$ cat config.mk
export PLATFORM = sky130hd
export DESIGN_NAME = page_commit_engine
export DESIGN_NICKNAME = d
export VERILOG_FILES = /design/src/rtl/pce_pkg.sv /design/src/rtl/pce_addr_ctr.sv /design/src/rtl/pce_buffer.sv /design/src/rtl/pce_commit_fsm.sv /design/src/rtl/page_commit_engine.sv
export SDC_FILE = /design/constraint.sdc
export NUM_CORES = 1
export LEC_CHECK = 0
export BUFFER_PORTS_ARGS = -buffer_cell sky130_fd_sc_hd__buf_4
export CORE_ASPECT_RATIO = 1.4
export CORE_UTILIZATION = 56
export DETAILED_ROUTE_END_ITERATION = 12
export HOLD_SLACK_MARGIN = 0.15
export PLACE_DENSITY = 0.77
export SETUP_SLACK_MARGIN = 0.5
export SLEW_MARGIN = 20
export SYNTH_ARGS = -nofsm -noshare
export SYNTH_HDL_FRONTEND = slang
export SYNTH_SLANG_ARGS = --single-unit
$ cat constraint.sdc
create_clock -name clk -period 2.05 [get_ports clk]
set_clock_uncertainty 0.05 [all_clocks]
set_input_delay 0.1025 -clock clk [delete_from_list [all_inputs] [get_ports clk]]
set_output_delay 0.1025 -clock clk [all_outputs]
set_load 0.02 [all_outputs]
$ cat src/rtl/pce_pkg.sv
package pce_pkg;

  typedef enum logic [2:0] {
    CMD_NONE,
    CMD_BYTE,
    CMD_LOAD,
    CMD_COMMIT,
    CMD_ABORT
  } pce_cmd_e;

  // Strobe arbitration: nothing while busy, then abort > commit > load > byte
  function automatic pce_cmd_e pce_decode(input logic busy, input logic abort,
                                          input logic commit, input logic load,
                                          input logic bytev);
    pce_cmd_e c;
    if (busy)        c = CMD_NONE;
    else if (abort)  c = CMD_ABORT;
    else if (commit) c = CMD_COMMIT;
    else if (load)   c = CMD_LOAD;
    else if (bytev)  c = CMD_BYTE;
    else             c = CMD_NONE;
    return c;
  endfunction

endpackage

$ cat src/rtl/pce_addr_ctr.sv
module pce_addr_ctr #(
  parameter int ADDR_W = 7,
  parameter int PTR_W  = 2,
  localparam int PAGE_W = ADDR_W - PTR_W
) (
  input  logic              clk,
  input  logic              rst_n,
  input  logic              load_en,
  input  logic              step_en,
  input  logic [ADDR_W-1:0] addr,
  output logic [PAGE_W-1:0] page_o,
  output logic [PTR_W-1:0]  ptr_o
);

  logic [PAGE_W-1:0] page_q, page_n;
  logic [PTR_W-1:0]  ptr_q, ptr_n;
  logic              upd;

  assign upd = load_en | step_en;

  always_comb begin
    page_n = page_q;
    ptr_n  = ptr_q;
    if (load_en) begin
      page_n = addr[ADDR_W-1:PTR_W];
      ptr_n  = addr[PTR_W-1:0];
    end else if (step_en) begin
      ptr_n  = ptr_q + PTR_W'(1);
    end
  end

  always_ff @(posedge clk or negedge rst_n) begin
    if (!rst_n) begin
      page_q <= '0;
      ptr_q  <= '0;
    end else if (upd) begin
      page_q <= page_n;
      ptr_q  <= ptr_n;
    end
  end

  assign page_o = page_q;
  assign ptr_o  = ptr_q;

  p_page_fixed_r3: assert property (@(posedge clk) disable iff (!rst_n)
    (step_en && !load_en) |=> $stable(page_q));

  p_ptr_wrap_r4: assert property (@(posedge clk) disable iff (!rst_n)
    (step_en && !load_en && (&ptr_q)) |=> (ptr_q == '0));

endmodule

$ cat src/rtl/pce_buffer.sv
module pce_buffer #(
  parameter int DATA_W     = 8,
  parameter int PAGE_BYTES = 4,
  localparam int PTR_W     = $clog2(PAGE_BYTES)
) (
  input  logic              clk,
  input  logic              rst_n,
  input  logic              clr_all,
  input  logic              clr_mask,
  input  logic              wr_en,
  input  logic [PTR_W-1:0]  wr_slot,
  input  logic [DATA_W-1:0] wr_data,
  input  logic [PTR_W-1:0]  rd_slot,
  output logic [DATA_W-1:0] rd_data,
  output logic              rd_mark,
  output logic [PAGE_BYTES-1:0] mask_o
);

  logic [PAGE_BYTES-1:0][DATA_W-1:0] data_all;

  for (genvar i = 0; i < PAGE_BYTES; i++) begin : g_slot
    logic [DATA_W-1:0] d_q, d_n;
    logic              m_q, m_n;
    logic              hit, en;

    assign hit = wr_en && (wr_slot == PTR_W'(i));
    assign en  = clr_all | clr_mask | hit;

    always_comb begin
      d_n = d_q;
      m_n = m_q;
      if (clr_all) begin
        d_n = '0;
        m_n = 1'b0;
      end else if (clr_mask) begin
        m_n = 1'b0;
      end else if (hit) begin
        d_n = wr_data;
        m_n = 1'b1;
      end
    end

    always_ff @(posedge clk or negedge rst_n) begin
      if (!rst_n) begin
        d_q <= '0;
        m_q <= 1'b0;
      end else if (en) begin
        d_q <= d_n;
        m_q <= m_n;
      end
    end

    assign data_all[i] = d_q;
    assign mask_o[i]   = m_q;
  end

  assign rd_data = data_all[rd_slot];
  assign rd_mark = mask_o[rd_slot];

  p_abort_clear_r8: assert property (@(posedge clk) disable iff (!rst_n)
    clr_all |=> (mask_o == '0));

  p_fill_mark_r3: assert property (@(posedge clk) disable iff (!rst_n)
    (wr_en && !clr_all && !clr_mask) |=> mask_o[$past(wr_slot)]);

endmodule

$ cat src/rtl/pce_commit_fsm.sv
module pce_commit_fsm #(
  parameter int PAGE_BYTES = 4,
  parameter int WR_CYCLES  = 24,
  localparam int PTR_W     = $clog2(PAGE_BYTES),
  localparam int CNT_W     = $clog2(WR_CYCLES + 1)
) (
  input  logic             clk,
  input  logic             rst_n,
  input  logic             start,
  output logic             busy_o,
  output logic             slot_act_o,
  output logic [PTR_W-1:0] slot_o,
  output logic             done_o
);

  typedef enum logic {ST_IDLE, ST_RUN} st_e;

  localparam logic [CNT_W-1:0] LAST  = CNT_W'(WR_CYCLES - 1);
  localparam logic [CNT_W-1:0] SLOTS = CNT_W'(PAGE_BYTES);

  st_e             st_q, st_n;
  logic [CNT_W-1:0] cnt_q, cnt_n;

  always_comb begin
    st_n  = st_q;
    cnt_n = cnt_q;
    unique case (st_q)
      ST_IDLE: if (start) begin
        st_n  = ST_RUN;
        cnt_n = '0;
      end
      ST_RUN: if (cnt_q == LAST) begin
        st_n  = ST_IDLE;
        cnt_n = '0;
      end else begin
        cnt_n = cnt_q + CNT_W'(1);
      end
      default: st_n = ST_IDLE;
    endcase
  end

  always_ff @(posedge clk or negedge rst_n) begin
    if (!rst_n) begin
      st_q  <= ST_IDLE;
      cnt_q <= '0;
    end else begin
      st_q  <= st_n;
      cnt_q <= cnt_n;
    end
  end

  assign busy_o     = (st_q == ST_RUN);
  assign slot_act_o = busy_o && (cnt_q < SLOTS);
  assign slot_o     = cnt_q[PTR_W-1:0];
  assign done_o     = busy_o && (cnt_q == LAST);

  p_busy_len_r6: assert property (@(posedge clk) disable iff (!rst_n)
    $fell(busy_o) |-> ($past(cnt_q) == LAST));

  p_start_busy_r6: assert property (@(posedge clk) disable iff (!rst_n)
    (start && !busy_o) |=> (busy_o && cnt_q == '0));

endmodule

$ cat src/rtl/page_commit_engine.sv
module page_commit_engine #(
  parameter int ADDR_W     = 7,
  parameter int DATA_W     = 8,
  parameter int PAGE_BYTES = 4,
  parameter int WR_CYCLES  = 24,
  localparam int PTR_W     = $clog2(PAGE_BYTES),
  localparam int PAGE_W    = ADDR_W - PTR_W
) (
  input  logic              clk,
  input  logic              rst_ni,
  input  logic              load_i,
  input  logic [ADDR_W-1:0] addr_i,
  input  logic              byte_vld_i,
  input  logic [DATA_W-1:0] byte_i,
  input  logic              commit_i,
  input  logic              abort_i,
  output logic              busy_o,
  output logic              mem_we_o,
  output logic [ADDR_W-1:0] mem_addr_o,
  output logic [DATA_W-1:0] mem_wdata_o
);
  import pce_pkg::*;

  // reset: asserted asynchronously, released on the clock
  logic [1:0] rst_sync_q;
  logic       rst_n;

  always_ff @(posedge clk or negedge rst_ni) begin
    if (!rst_ni) rst_sync_q <= 2'b00;
    else         rst_sync_q <= {rst_sync_q[0], 1'b1};
  end
  assign rst_n = rst_sync_q[1];

  pce_cmd_e              cmd;
  logic                  busy, slot_act, done, start, mark;
  logic [PAGE_W-1:0]     page;
  logic [PTR_W-1:0]      ptr, slot;
  logic [DATA_W-1:0]     rdata;
  logic [PAGE_BYTES-1:0] mask;

  assign cmd   = pce_decode(busy, abort_i, commit_i, load_i, byte_vld_i);
  assign start = (cmd == CMD_COMMIT) && (|mask);

  pce_addr_ctr #(.ADDR_W(ADDR_W), .PTR_W(PTR_W)) u_addr (
    .clk     (clk),
    .rst_n   (rst_n),
    .load_en (cmd == CMD_LOAD),
    .step_en (cmd == CMD_BYTE),
    .addr    (addr_i),
    .page_o  (page),
    .ptr_o   (ptr)
  );

  pce_buffer #(.DATA_W(DATA_W), .PAGE_BYTES(PAGE_BYTES)) u_buf (
    .clk      (clk),
    .rst_n    (rst_n),
    .clr_all  (cmd == CMD_ABORT),
    .clr_mask ((cmd == CMD_LOAD) || done),
    .wr_en    (cmd == CMD_BYTE),
    .wr_slot  (ptr),
    .wr_data  (byte_i),
    .rd_slot  (slot),
    .rd_data  (rdata),
    .rd_mark  (mark),
    .mask_o   (mask)
  );

  pce_commit_fsm #(.PAGE_BYTES(PAGE_BYTES), .WR_CYCLES(WR_CYCLES)) u_fsm (
    .clk        (clk),
    .rst_n      (rst_n),
    .start      (start),
    .busy_o     (busy),
    .slot_act_o (slot_act),
    .slot_o     (slot),
    .done_o     (done)
  );

  assign busy_o      = busy;
  assign mem_we_o    = slot_act && mark;
  assign mem_addr_o  = {page, slot};
  assign mem_wdata_o = rdata;

  p_we_in_busy_r7: assert property (@(posedge clk) disable iff (!rst_n)
    mem_we_o |-> busy_o);

  p_empty_commit_r9: assert property (@(posedge clk) disable iff (!rst_n)
    (!busy && commit_i && !abort_i && mask == '0) |=> !busy_o);

  p_busy_hold_page_r10: assert property (@(posedge clk) disable iff (!rst_n)
    busy |=> $stable(page));

  p_abort_wins_r11: assert property (@(posedge clk) disable iff (!rst_n)
    (!busy && abort_i) |=> (!busy_o && mask == '0));

endmodule

# Word-level counts from Yosys, hierarchy flattened
# Index checks and enable logic that the tools add are counted.
# classes
muxes,41
order_cmp,2
n_reduce_logical,30
n_eq_ne,10
n_addsub,2
bitwise,7
# op_table
operator,n
$mux W8,13
$bmux W8 S2,1
$mux W1,16
$reduce_and A2 Y1,6
$reduce_and A3 Y1,4
$reduce_bool A3 Y1,4
$mux W5,2
$pmux W5 S2,1
$reduce_bool A2 Y1,5
$logic_and A1 B1 Y1,8
$mux W2,4
$eq A3 B2 Y1 const B,2
$mux W3,2
$or A1 B1 Y1,6
$add A5 B1 Y5 const B,1
$eq A5 B5 Y1 const B,1
$lt A5 B3 Y1 const B,1
$eq A2 B2 Y1 const B,2
$reduce_or A4 Y1,1
$eq A3 B1 Y1 const B,1
$eq A3 B3 Y1 const B,1
$lt A2 B3 Y1 const B,1
$add A2 B1 Y2 const B,1
$bmux W1 S2,1
other kinds (7),7
# totals
in_bits,21
ff_bits,51

# Logic depth before layout (Yosys ltp)
# depth
depth_word,10
ltp_mapped,7
mapped_depth_nobuf,5

# Hierarchy
# A second synthesis with hierarchy kept.
# hier_totals
cells_unflattened,211
hier_area_um2,2630.0
# modules_own_cells
module,seq_area_each_um2,cells_each,instances,area_each_um2
pce_buffer,900.9,149,1,1898.1
pce_commit_fsm,150.1,31,1,312.8
pce_addr_ctr,175.2,20,1,305.3
page_commit_engine,50.0,11,1,113.9

# Worst setup path after synthesis
# Ideal clock, no wire load.
# synth_path
path_type,reg-to-reg
from,"register u_addr.ptr_q[0], in the netlist u_addr.ptr_o[0]"
to,register u_buf.g_slot[2].m_q
path_buffers,2
arrival_ps,1435
required_ps,1881
path_slack_ps,446
synth_period_minus_slack_ps,1604
stages_incl_launch_ff,8
path_cell_list,dfrtp_1 inv_1 ha_1 and3b_2 buf_2 and2_0 clkbuf_1 o21a_1
# synth_between
elab_chain_cells,4
word_cells_on_any_way,5
# synth_lines
item,line,rtl
start: declaration,pce_addr_ctr.sv:16,"logic [PTR_W-1:0] ptr_q, ptr_n;"
start signal: assignment,pce_addr_ctr.sv:38,ptr_q <= ptr_n;
$eq A2 B2 Y1 (*),pce_buffer.sv:26,assign hit = wr_en && (wr_slot == PTR_W'(i));
$logic_and A1 B1 Y1 (*),pce_buffer.sv:26,
$reduce_bool A3 Y1 (no source line) / $or A1 B1 Y1 (equally long branches),-,
$reduce_and A2 Y1 (no source line) (*),-,
end signal: assignment,pce_buffer.sv:49,m_q <= m_n;
end: declaration,pce_buffer.sv:23,"logic m_q, m_n;"
# Every way passes the cells marked *; elsewhere a longest branch is shown, timed or not.
# A chain may end at the register's enable or synchronous reset.

# Worst setup path after layout
# layout_path
from,register u_fsm.cnt_q[0]
to,output port mem_we_o
# layout_between
elab_chain_cells,3
word_cells_on_any_way,5
# layout_lines
item,line,rtl
start: declaration,pce_commit_fsm.sv:22,"logic [CNT_W-1:0] cnt_q, cnt_n;"
start signal: assignment,pce_commit_fsm.sv:48,cnt_q <= cnt_n;
$lt A5 B3 Y1 / $bmux W1 S2 (equally long branches),"pce_commit_fsm.sv:53, pce_buffer.sv:58",
$logic_and A1 B1 Y1 / $mux W1 (equally long branches),"pce_commit_fsm.sv:53, pce_buffer.sv:58",
$logic_and A1 B1 Y1 (*),page_commit_engine.sv:79,assign mem_we_o = slot_act && mark;
end: declaration,page_commit_engine.sv:18,"output logic mem_we_o,"
# Every way passes the cells marked *; elsewhere a longest branch is shown, timed or not. The select of a mux whose other input is x is not followed.

==> summary.md <==
| Metric | Value |
|---|---|
| Cell taking the most area after synthesis | `dfrtp_1` |
| Max cap viols | `0` |
| Synth Warn # | `0` |
| Slew HR | `66.1%` |
| FMAX | `between 500 and 600 MHz` |
| Area Growth Syn to Fin | `34.4%` |
| Worst setup path startpoint | `u_fsm.cnt_q[0]` |
| Clock Tree Buf Depth | `2` |
| Count of final setup violators | `0` |
| Req. time, crit path | `around 1.9 ns` |
| Seq/Total Area, Yosys | `about half` |
| Yosys reg bits | `slightly above 50` |
| CTS Buf Count | `5` |
| Row Count | `28` |
| Commonest non-fill, non-tap cell in the layout | `dfrtp_1` |
| Sink Count | `51` |
| Power Density | `just over 1000 mW/mm²` |
| Area of the mapped netlist | `0.00256 mm²` |
| Crit-path max FO | `4` |
| Nets | `341` |
| Worst Setup EP | `mem_we_o` |
| Unrepaired setup endpoints after global routing | `yes` |
| Total Wirelength | `roughly 6300 µm` |
| Syn Inst Count | `around 250` |
| Multi-input logic area | `0.00122 mm²` |
| Die width | `59.2 µm` |
| Maximum vdd ir drop | `0.791 mV` |
| Ys async rst share | `between 90% and 100%` |
| DRC errors left | `0` |
| Cell variety after synth | `36` |
| Starting density of the core | `59.5%` |
| Static leakage | `~0.0015 µW` |
| CTS H-tree lvls | `2` |
| WL/cell | `16.7 µm` |
| Floorplan core area | `approximately 0.0043 mm²` |
| R2r setup slk | `0.41 ns` |
| Total negative slack | `0 ns` |
| Number of synthesized flops with an enable pin | `0` |
| Worst skew pair latency | `0.31 ns` |
| Port bufs | `37` |
| Min Tclk post-route | `1.76 ns` |
| Num ports | `38` |
| WP data arrival | `between 1.5 and 2 ns` |
| Storage element area | `roughly 0.0013 mm²` |
| TritonRoute pass-1 iters | `4` |
| Top cells by area, synth | `dfrtp_1, mux4_2, o21ai_0, nand3_1, nand2_1` |
| Reg2Reg Capture Point | `u_buf.g_slot[0].m_q` |
| Total grt overflow | `0` |
| First-pass GRT wire length | `9960 µm` |
| Fillcell total | `roughly 270` |
| Worst-Margin Slew | `slightly above 0.5 ns` |
| Max-slew violations | `0` |
| Final Hold Viols | `0` |
| FF-to-FF Start | `u_fsm.cnt_q[0]` |
| Final period util | `between 80% and 90%` |
| Avg Inst Size Synth | `10.3 µm²` |
| Final ANT Viol Nets | `0` |
| Gr usage total | `28.3%` |
| DR iter-0 viols | `113` |
| Worst setup SP type | `flip-flop` |
| Syn Nets | `275` |
| DP Wirelength | `around 3900 µm` |
| Clk root buf | `clkbuf_8` |
| Placed cell count | `332` |
| Worst hold path type | `reg -> async` |
| TritonCTS clock tree | `built` |
| Die height | `82.1 µm` |
| Share of cells above drive strength 1 | `32.4%` |
| Via density per instance | `5.74` |
| Setup CP Type | `reg -> out` |
| Worst-path clk slew | `0.09 ns` |
| Die Footprint | `0.00486 mm²` |
| R2R depth | `6` |
| GPL Wtd Cong | `~0.83` |
| Ys flop type | `dfrtp_1` |
| Status | `finished, final reports clean` |
| Antenna violations before repair | `0` |
| Fin util | `80.0%` |
| Finished Layout Cells | `375` |
| Top-area cell type share of the netlist area | `49.8%` |
| Commonest cells after routing, fill and taps aside | `dfrtp_1, buf_4, nand2_1, nand3_1, o21ai_0` |
| Largest net degree at the start of global routing | `30` |
| DR vias | `2153` |
| N_diodes | `0` |
| Critical Path End Type | `output port` |
| Vias in the first global route | `2100` |
kinds of logic (layout without fill, tap and decap cells):
group	count (synthesis)	after routing	synth area share, %
XOR/XNOR	1	1	0.342
adder cells (fa/ha/maj)	5	5	2.44
AND/OR/NAND/NOR	94	94	19.0
buffers and inverters	26	92	4.88
flip-flops	51	51	49.8
AO/OA/AOI/OAI	57	57	12.6
other	1	1	0.146
multiplexers	14	14	10.8
flip-flops by register name, summed over array words and instances, names as in the netlist:
name,cells
u_buf.g_slot.m_q,4
u_addr.page_o,5
u_fsm.cnt_q,5
rst_sync_q,2
u_addr.ptr_o,2
u_buf.g_slot.d_q,32
u_fsm.busy_o,1
worst max-delay path, stage by stage (launching register included):
cell	delay [ns]
dfrtp_2	0.39
buf_12	0.12
mux4_2	0.51
and3_4	0.17
buf_6	0.12
worst min path at each step:
stage                       start                endpoint  slack, ns  cells past startpoint
floorplan                  rst_ni           rst_sync_q[0]      -0.24                      0
global route        rst_sync_q[1]  u_buf.g_slot[2].d_q[4]       0.23                      0
detailed placement         rst_ni           rst_sync_q[0]      -0.16                      1
CTS                 rst_sync_q[1]  u_buf.g_slot[2].d_q[4]       0.20                      0
finish              rst_sync_q[1]     u_buf.g_slot[2].m_q       0.19                      0
global placement           rst_ni           rst_sync_q[0]      -0.17                      1
cell type report:
type	count	area share, %
clock inverters	2	1.09
flip-flops and latches	51	37.2
well taps	60	2.18
multi-input cells	172	35.5
clock buffers	5	2.00
repair buffers	80	21.5
inverters	5	0.544
repair_timing:
action	4_1_cts	5_1_grt
gates resized for setup	20	22
buffers inserted	10	7
cloned	0	0
endpoints found under the setup margin	50	33
pin swaps	3	7
hold endpoints to repair	45	0
hold buffers	19	0
power by group:
group / switching [µW] / internal [µW] / total [µW]
clock network: 336 / 357 / 693
logic: 730 / 796 / 1530
registers: 170 / 1180 / 1350
total: 1240 / 2330 / 3560
routing by layer:
metal	vias to the layer above	part of all wire (%)	GRT usage, %
met5	-	0	0
li1	1012	-	-
met3	13	5.3	6.30
met2	89	53	47.6
met4	0	1.9	13.8
met1	1039	39	33.8
through the flow:
stage	area, µm²	power, µW	hold WS [ns]	worst slack (ns)
after floorplan	2570	2150	-0.243	0.485
after global placement	2890	2500	-0.165	0.326
after detailed placement	2890	2520	-0.164	0.317
after CTS	3340	3430	0.204	0.271
after global routing	3450	3750	0.228	0.247
final	3450	3560	0.190	0.288
cell usage after synthesis, types with 2 or more instances:
cell type  number
nand2_1        34
nand2b_1        3
o22ai_1         5
inv_1           5
buf_2          10
a21oi_1         7
and2_0          2
dfrtp_1        51
mux2_4          5
ha_1            5
buf_4           2
and3_1          2
nor2b_1         2
o21a_1          4
nor2_1          3
clkbuf_1        8
nand3_1        34
or3_1           2
mux4_2          9
nand3b_1        2
o21ai_0        36
and3b_2         4
Note: power is estimated with default switching activity, not from simulation.
